File: config.mk
export PLATFORM = sky130hd
export DESIGN_NAME = acc_adder_core
export DESIGN_NICKNAME = d
export VERILOG_FILES = /design/src/rtl/acc_adder_pkg.sv /design/src/rtl/acc_full_adder.sv /design/src/rtl/acc_ripple_adder.sv /design/src/rtl/acc_word_reg.sv /design/src/rtl/acc_adder_core.sv
export SDC_FILE = /design/constraint.sdc
export NUM_CORES = 1
export LEC_CHECK = 0
export BUFFER_PORTS_ARGS = -buffer_cell sky130_fd_sc_hd__buf_4
export CELL_PAD_IN_SITES_DETAIL_PLACEMENT = 0
export CELL_PAD_IN_SITES_GLOBAL_PLACEMENT = 1
export CORE_AREA = 8 8 45 47
export DETAILED_ROUTE_END_ITERATION = 8
export DIE_AREA = 0 0 53 55
export PLACE_DENSITY = 0.8
export REMOVE_ABC_BUFFERS = 1
export SLEW_MARGIN = 20
export SYNTH_ARGS = -nofsm -noshare
export SYNTH_HDL_FRONTEND = slang
export SYNTH_SLANG_ARGS = --single-unit
File: constraint.sdc
create_clock -name clk_i -period 5.2 [get_ports clk_i]
set_clock_uncertainty 0.2 [all_clocks]
set_input_delay 0.26 -clock clk_i [delete_from_list [all_inputs] [get_ports clk_i]]
set_output_delay 0.26 -clock clk_i [all_outputs]
set_load 0.1 [all_outputs]
File: src/rtl/acc_adder_pkg.sv
package acc_adder_pkg;

  typedef struct packed {
    logic clr;
    logic load;
    logic xfer;
  } strobe_t;

endpackage

File: src/rtl/acc_full_adder.sv
module acc_full_adder (
  input  logic a_i,
  input  logic b_i,
  input  logic c_i,
  output logic s_o,
  output logic c_o
);

  logic p;

  // propagate stage, then combine with incoming carry
  assign p   = a_i ^ b_i;
  assign s_o = p ^ c_i;
  assign c_o = (a_i & b_i) | (p & c_i);

endmodule

File: src/rtl/acc_ripple_adder.sv
module acc_ripple_adder #(
  parameter int unsigned N = 4
) (
  input  logic [N-1:0] a_i,
  input  logic [N-1:0] b_i,
  output logic [N-1:0] sum_o,
  output logic         co_o
);

  logic [N:0] c;

  assign c[0] = 1'b0;

  for (genvar i = 0; i < N; i++) begin : g_fa
    acc_full_adder u_fa (
      .a_i (a_i[i]),
      .b_i (b_i[i]),
      .c_i (c[i]),
      .s_o (sum_o[i]),
      .c_o (c[i+1])
    );
  end

  assign co_o = c[N];

endmodule

File: src/rtl/acc_word_reg.sv
module acc_word_reg #(
  parameter int unsigned W = 4
) (
  input  logic         clk_i,
  input  logic         rst_ni,
  input  logic         clr_i,
  input  logic         en_i,
  input  logic [W-1:0] d_i,
  output logic [W-1:0] q_o
);

  // one D flip-flop per bit; clear over enable
  for (genvar i = 0; i < W; i++) begin : g_bit
    always_ff @(posedge clk_i or negedge rst_ni) begin
      if (!rst_ni)     q_o[i] <= 1'b0;
      else if (clr_i)  q_o[i] <= 1'b0;
      else if (en_i)   q_o[i] <= d_i[i];
    end
  end

endmodule

File: src/rtl/acc_adder_core.sv
module acc_adder_core
  import acc_adder_pkg::*;
#(
  parameter int unsigned N = 4
) (
  input  logic         clk_i,
  input  logic         rst_ni,
  input  logic         clear_i,
  input  logic         load_i,
  input  logic         transfer_i,
  input  logic [N-1:0] data_i,
  output logic [N-1:0] acc_o,
  output logic         carry_o
);

  localparam int unsigned AccW = N + 1;

  strobe_t         stb;
  logic [N-1:0]    b_q;
  logic [N-1:0]    sum;
  logic            co;
  logic [AccW-1:0] acc_q;

  assign stb = '{clr: clear_i, load: load_i, xfer: transfer_i};

  acc_word_reg #(.W(N)) u_b_reg (
    .clk_i  (clk_i),
    .rst_ni (rst_ni),
    .clr_i  (1'b0),
    .en_i   (stb.load),
    .d_i    (data_i),
    .q_o    (b_q)
  );

  acc_ripple_adder #(.N(N)) u_adder (
    .a_i   (acc_q[N-1:0]),
    .b_i   (b_q),
    .sum_o (sum),
    .co_o  (co)
  );

  // carry flag stored as top bit of accumulator word
  acc_word_reg #(.W(AccW)) u_a_reg (
    .clk_i  (clk_i),
    .rst_ni (rst_ni),
    .clr_i  (stb.clr),
    .en_i   (stb.xfer),
    .d_i    ({co, sum}),
    .q_o    (acc_q)
  );

  assign acc_o   = acc_q[N-1:0];
  assign carry_o = acc_q[N];

endmodule

Yosys cells after proc, flatten, opt, wreduce, memory -nomap -nowiden
Cells that the tools add are included.

Register bits after elaboration: 9. Input port bits: 9.

Multiplexer cells: 10. Bitwise operators: 17. Reductions and logical operators: 1.

Operators with widths (number): two-way mux 1 bit (10); bitwise AND 1 bit (7); XOR 1 bit (7); bitwise OR 1 bit (3); nonzero test 2 bit (1).

Logic depth before layout (Yosys ltp)
Depth in word-level cells: 9. Depth in mapped cells: 7. Mapped depth without buffers: 7.

Modules after synthesis
A second synthesis with hierarchy kept.

Cells, all modules: 35. Area total of the unflattened synthesis: 452.9 µm².

Modules (own cells, without submodules): acc_word_reg (u_a_reg) (times used 1, cells an instance 16, area an instance 205.2 µm², seq. area each 125.1 µm²); acc_word_reg (u_b_reg) (times used 1, cells an instance 13, area an instance 160.2 µm², seq. area each 100.1 µm²); acc_full_adder (times used 4, cells an instance 1, area an instance 20.0 µm², seq. area each 0.0 µm²); acc_adder_core (times used 1, cells an instance 1, area an instance 3.8 µm², seq. area each 0.0 µm²); acc_ripple_adder (times used 1, cells an instance 1, area an instance 3.8 µm², seq. area each 0.0 µm²).

Worst setup path after synthesis
OpenSTA, ideal clock, no wires.

Kind: register -> register. Start: reg u_a_reg.q_o[0]. End: reg u_a_reg.q_o[3]. Setup time: 0.077 ns. Data arrival time: 1.920 ns. Required time: 4.923 ns. Setup slack: 3.003 ns. Cell stages (with the launch flop): 8. Clock period less this slack: 2.197 ns. Cells stage by stage: dfrtp_1 -> ha_1 -> inv_1 -> fa_1 -> fa_1 -> fa_1 -> nand2b_1 -> a21oi_1.

Cells in the longest elaborated chain, start to end: 8.

Ends and longest elaborated chain: start, declared (line acc_word_reg.sv:9) `output logic [W-1:0] q_o`; start signal, assigned by index (line acc_word_reg.sv:17) `else if (en_i) q_o[i] <= d_i[i];`; bitwise AND 1 bit (2 in series) (line acc_full_adder.sv:14) `assign c_o = (a_i & b_i) | (p & c_i);`; bitwise OR 1 bit (line acc_full_adder.sv:14); bitwise AND 1 bit (line acc_full_adder.sv:14); bitwise OR 1 bit (line acc_full_adder.sv:14); XOR 1 bit (line acc_full_adder.sv:13) `assign s_o = p ^ c_i;`; two-way mux 1 bit (line acc_word_reg.sv:17); two-way mux 1 bit (line acc_word_reg.sv:16) `else if (clr_i) q_o[i] <= 1'b0;`.

No other way between the ends. The select of a mux whose other input is x is not followed. A chain may end at the register's enable or synchronous reset.

Worst setup path in the final report
Ends and elaborated chain as after synthesis.

==> flow_metrics.env <==
export IMPL_swShare_pct=36.6
export IMPL_synth_area_um2=494
export IMPL_max_slew_margin_pct=81.5
export IMPL_fill_cells=132
export IMPL_antenna_left=0
export IMPL_critical_path_class="reg -> reg"
export IMPL_worstPathArrival_ns=2.25
export IMPL_yosys_warnings=0
export IMPL_leakage_nw=0.295
export IMPL_ir_drop_mv=0.134
export IMPL_clk_pin_slew_ns=0.06
export IMPL_finalCritPeriodShare_pct=43.5
export IMPL_fin_crit_ns=2.26
export IMPL_numCtsBuffers=3
export IMPL_antenna_found_initial=0
export IMPL_gp_congestion=0.676
export IMPL_power_internal_uw=127
export IMPL_grtUsageMet2_pct=9.38
export IMPL_tns_ns=0
export IMPL_switching_power_uw=73.7
export IMPL_row_count=14
export IMPL_worstPathRequired_ns=5.19
export IMPL_setup_viol=0
export IMPL_hold_viol_final=0
export IMPL_die_h_um=55
export IMPL_die_w_um=53
export IMPL_crit_fanout=3
export IMPL_initial_core_util_pct=35.7
export IMPL_p_comb_share_pct=33.0
export IMPL_die_area_um2=2920
export IMPL_drt_iter0_markers=3
export IMPL_clock_sinks=9
export IMPL_fin_util_pct=45.3
export IMPL_grt_busiest_layer="met2"
export IMPL_clkLatencyLatePin_ns=0.26
export IMPL_antenna_cells=0
export IMPL_drc_errors=0
export IMPL_grt_max_degree=10
export IMPL_cts_buffer_depth=2
export IMPL_root_buffer="clkbuf_4"
export IMPL_worstHoldPathType="in -> reg"
export IMPL_drive_gt1_share_pct=33.3
export IMPL_worst_hold_slack_ns=0.00865
export IMPL_grt_overflow_total=0
export IMPL_rsz0062_at_grt="no"
export IMPL_grtUsageTotal_pct=7.23
export IMPL_pin_count=14
export IMPL_gr_usage_met1_pct=8.61
export IMPL_drt_total_wl_um=846
export IMPL_postCtsSetupBuffers=0
export IMPL_grt_pass1_vias=339
export IMPL_seq_area_frac_synth_pct=45.6
export IMPL_htreeDepth=1
export IMPL_fmax_mhz=442
export IMPL_worstMarginPinSlew_ns=0.279
export IMPL_port_buffers=13
export IMPL_synth_distinct_cells=17
export IMPL_core_area_um2=1380
export IMPL_synth_seq_cells=9
export IMPL_cts_tree="built"
export IMPL_critPathLaunchType="flip-flop"
export IMPL_dp_hpwl_um=634
export IMPL_p_seq_share_pct=40.3
export IMPL_vias=328
export IMPL_ctsHoldBuffers=3
export IMPL_status="complete, no violations"
export IMPL_cts_resized=0
export IMPL_wl_per_cell_um=11.1
export IMPL_clkPwrFrac_pct=26.7
export IMPL_end_kind="flip-flop"
export IMPL_area_growth_pct=26.8
export IMPL_report_final_slew_viol_count=0
export IMPL_use_met3_pct=2.67
export IMPL_p_per_area_nw_per_um2=321
export IMPL_cap_violations=0
export IMPL_fin_nets=74
export IMPL_synthesis_instances=45
export IMPL_viasPerCell=4.32
export IMPL_dr_pass1_iters=4
export IMPL_avgSynthCellArea_um2=11.0
export IMPL_grt_pass1_wl_mm=1.52
[final cells by class]
class | count | area, µm² | area share, %
sequential | 9 | 225 | 35.9
multi-input combinational | 24 | 201 | 32.1
tap | 16 | 20.0 | 3.19
inverter | 7 | 26.3 | 4.19
clock buffer | 4 | 26.3 | 4.19
timing repair buffer | 16 | 128 | 20.4
[worst max-delay path: stages, from the launching register on]
cell	delay (ns)
dfrtp_1	0.36
ha_1	0.15
inv_1	0.04
fa_1	0.37
fa_1	0.38
fa_1	0.42
nand2b_1	0.14
a21oi_1	0.12
[cells in the mapped netlist]
cell type / instances / area (µm²)
dfrtp_1: 9 / 225
inv_1: 7 / 26.3
nand2b_1: 5 / 31.3
buf_4: 4 / 30.0
fa_1: 3 / 60.1
nand2_1: 3 / 11.3
o21ai_0: 3 / 15.0
a21oi_1: 2 / 10.0
a211oi_1: 1 / 7.51
a21oi_2: 1 / 8.76
buf_6: 1 / 11.3
ha_1: 1 / 12.5
mux2_2: 1 / 11.3
mux2i_1: 1 / 10.0
nand2b_4: 1 / 13.8
nor2_1: 1 / 3.75
nor2_2: 1 / 6.26
[layout by cell type (no fill, tap or decap), drive strengths merged]
cell	netlist	routed
nand2b	6	6
mux2	1	1
dfrtp	9	9
fa	3	3
buf	5	13
clkbuf	0	4
o21ai	3	3
ha	1	1
inv	7	7
a21oi	3	3
mux2i	1	1
a211oi	1	1
nand2	3	3
nor2	2	2
dlygate4sd3	0	3
[cell families after synthesis]
family                     Yosys count  synth area share (%)
adders and majority gates            4                  14.7
buffers and inverters               12                  13.7
AOI/OAI and AO/OA                    7                  8.35
and+or+nand+nor                     11                  13.4
muxes                                2                  4.30
DFF                                  9                  45.6
[state kept, by name, indices dropped and copies added (netlist names)]
| register | count |
|---|---|
| u_a_reg.q_o | 5 |
| u_b_reg.q_o | 4 |
[metrics by stage]
stage	std cells	worst slack, ns	total power [mW]	instance area [µm²]
2_1_floorplan	40	2.30	0.129	453
3_3_place_gp	69	2.93	0.147	571
3_5_place_dp	69	2.92	0.148	571
4_1_cts	76	2.91	0.205	627
5_1_grt	76	2.82	0.217	627
6_report	76	2.94	0.201	627
[power groups by stage]
stage / registers, mW / clock network (mW) / logic [mW]
2_1_floorplan: 0.111 / 0 / 0.0180
3_3_place_gp: 0.0820 / 0 / 0.0648
3_5_place_dp: 0.0824 / 0 / 0.0656
4_1_cts: 0.0812 / 0.0565 / 0.0675
5_1_grt: 0.0820 / 0.0633 / 0.0719
6_report: 0.0811 / 0.0537 / 0.0663
[layer usage]
layer,share of wire [%],vias to the layer above
met3,10,4
li1,-,164
met5,0,-
met2,41,16
met4,4.5,0
met1,44,144
[path summary, 6_finish.rpt]
check / startpoint / endpoint / slack [ns] / depth (start not counted)
hold reg to reg: u_b_reg.q_o[0]$_DFFE_PN0P_ / u_b_reg.q_o[0]$_DFFE_PN0P_ / 0.33 / 1
min in group asynchronous: rst_ni / u_a_reg.q_o[4]$_DFFE_PN0P_ / 0.15 / 2
max in group asynchronous: rst_ni / u_b_reg.q_o[2]$_DFFE_PN0P_ / 4.51 / 2
setup / recovery: u_a_reg.q_o[0]$_DFFE_PN0P_ / u_a_reg.q_o[3]$_DFFE_PN0P_ / 2.94 / 7
hold / removal: data_i[1] / u_b_reg.q_o[1]$_DFFE_PN0P_ / 0.009 / 3
setup reg to reg: u_a_reg.q_o[0]$_DFFE_PN0P_ / u_a_reg.q_o[3]$_DFFE_PN0P_ / 2.94 / 7
Note: power is estimated with default switching activity, not from simulation.
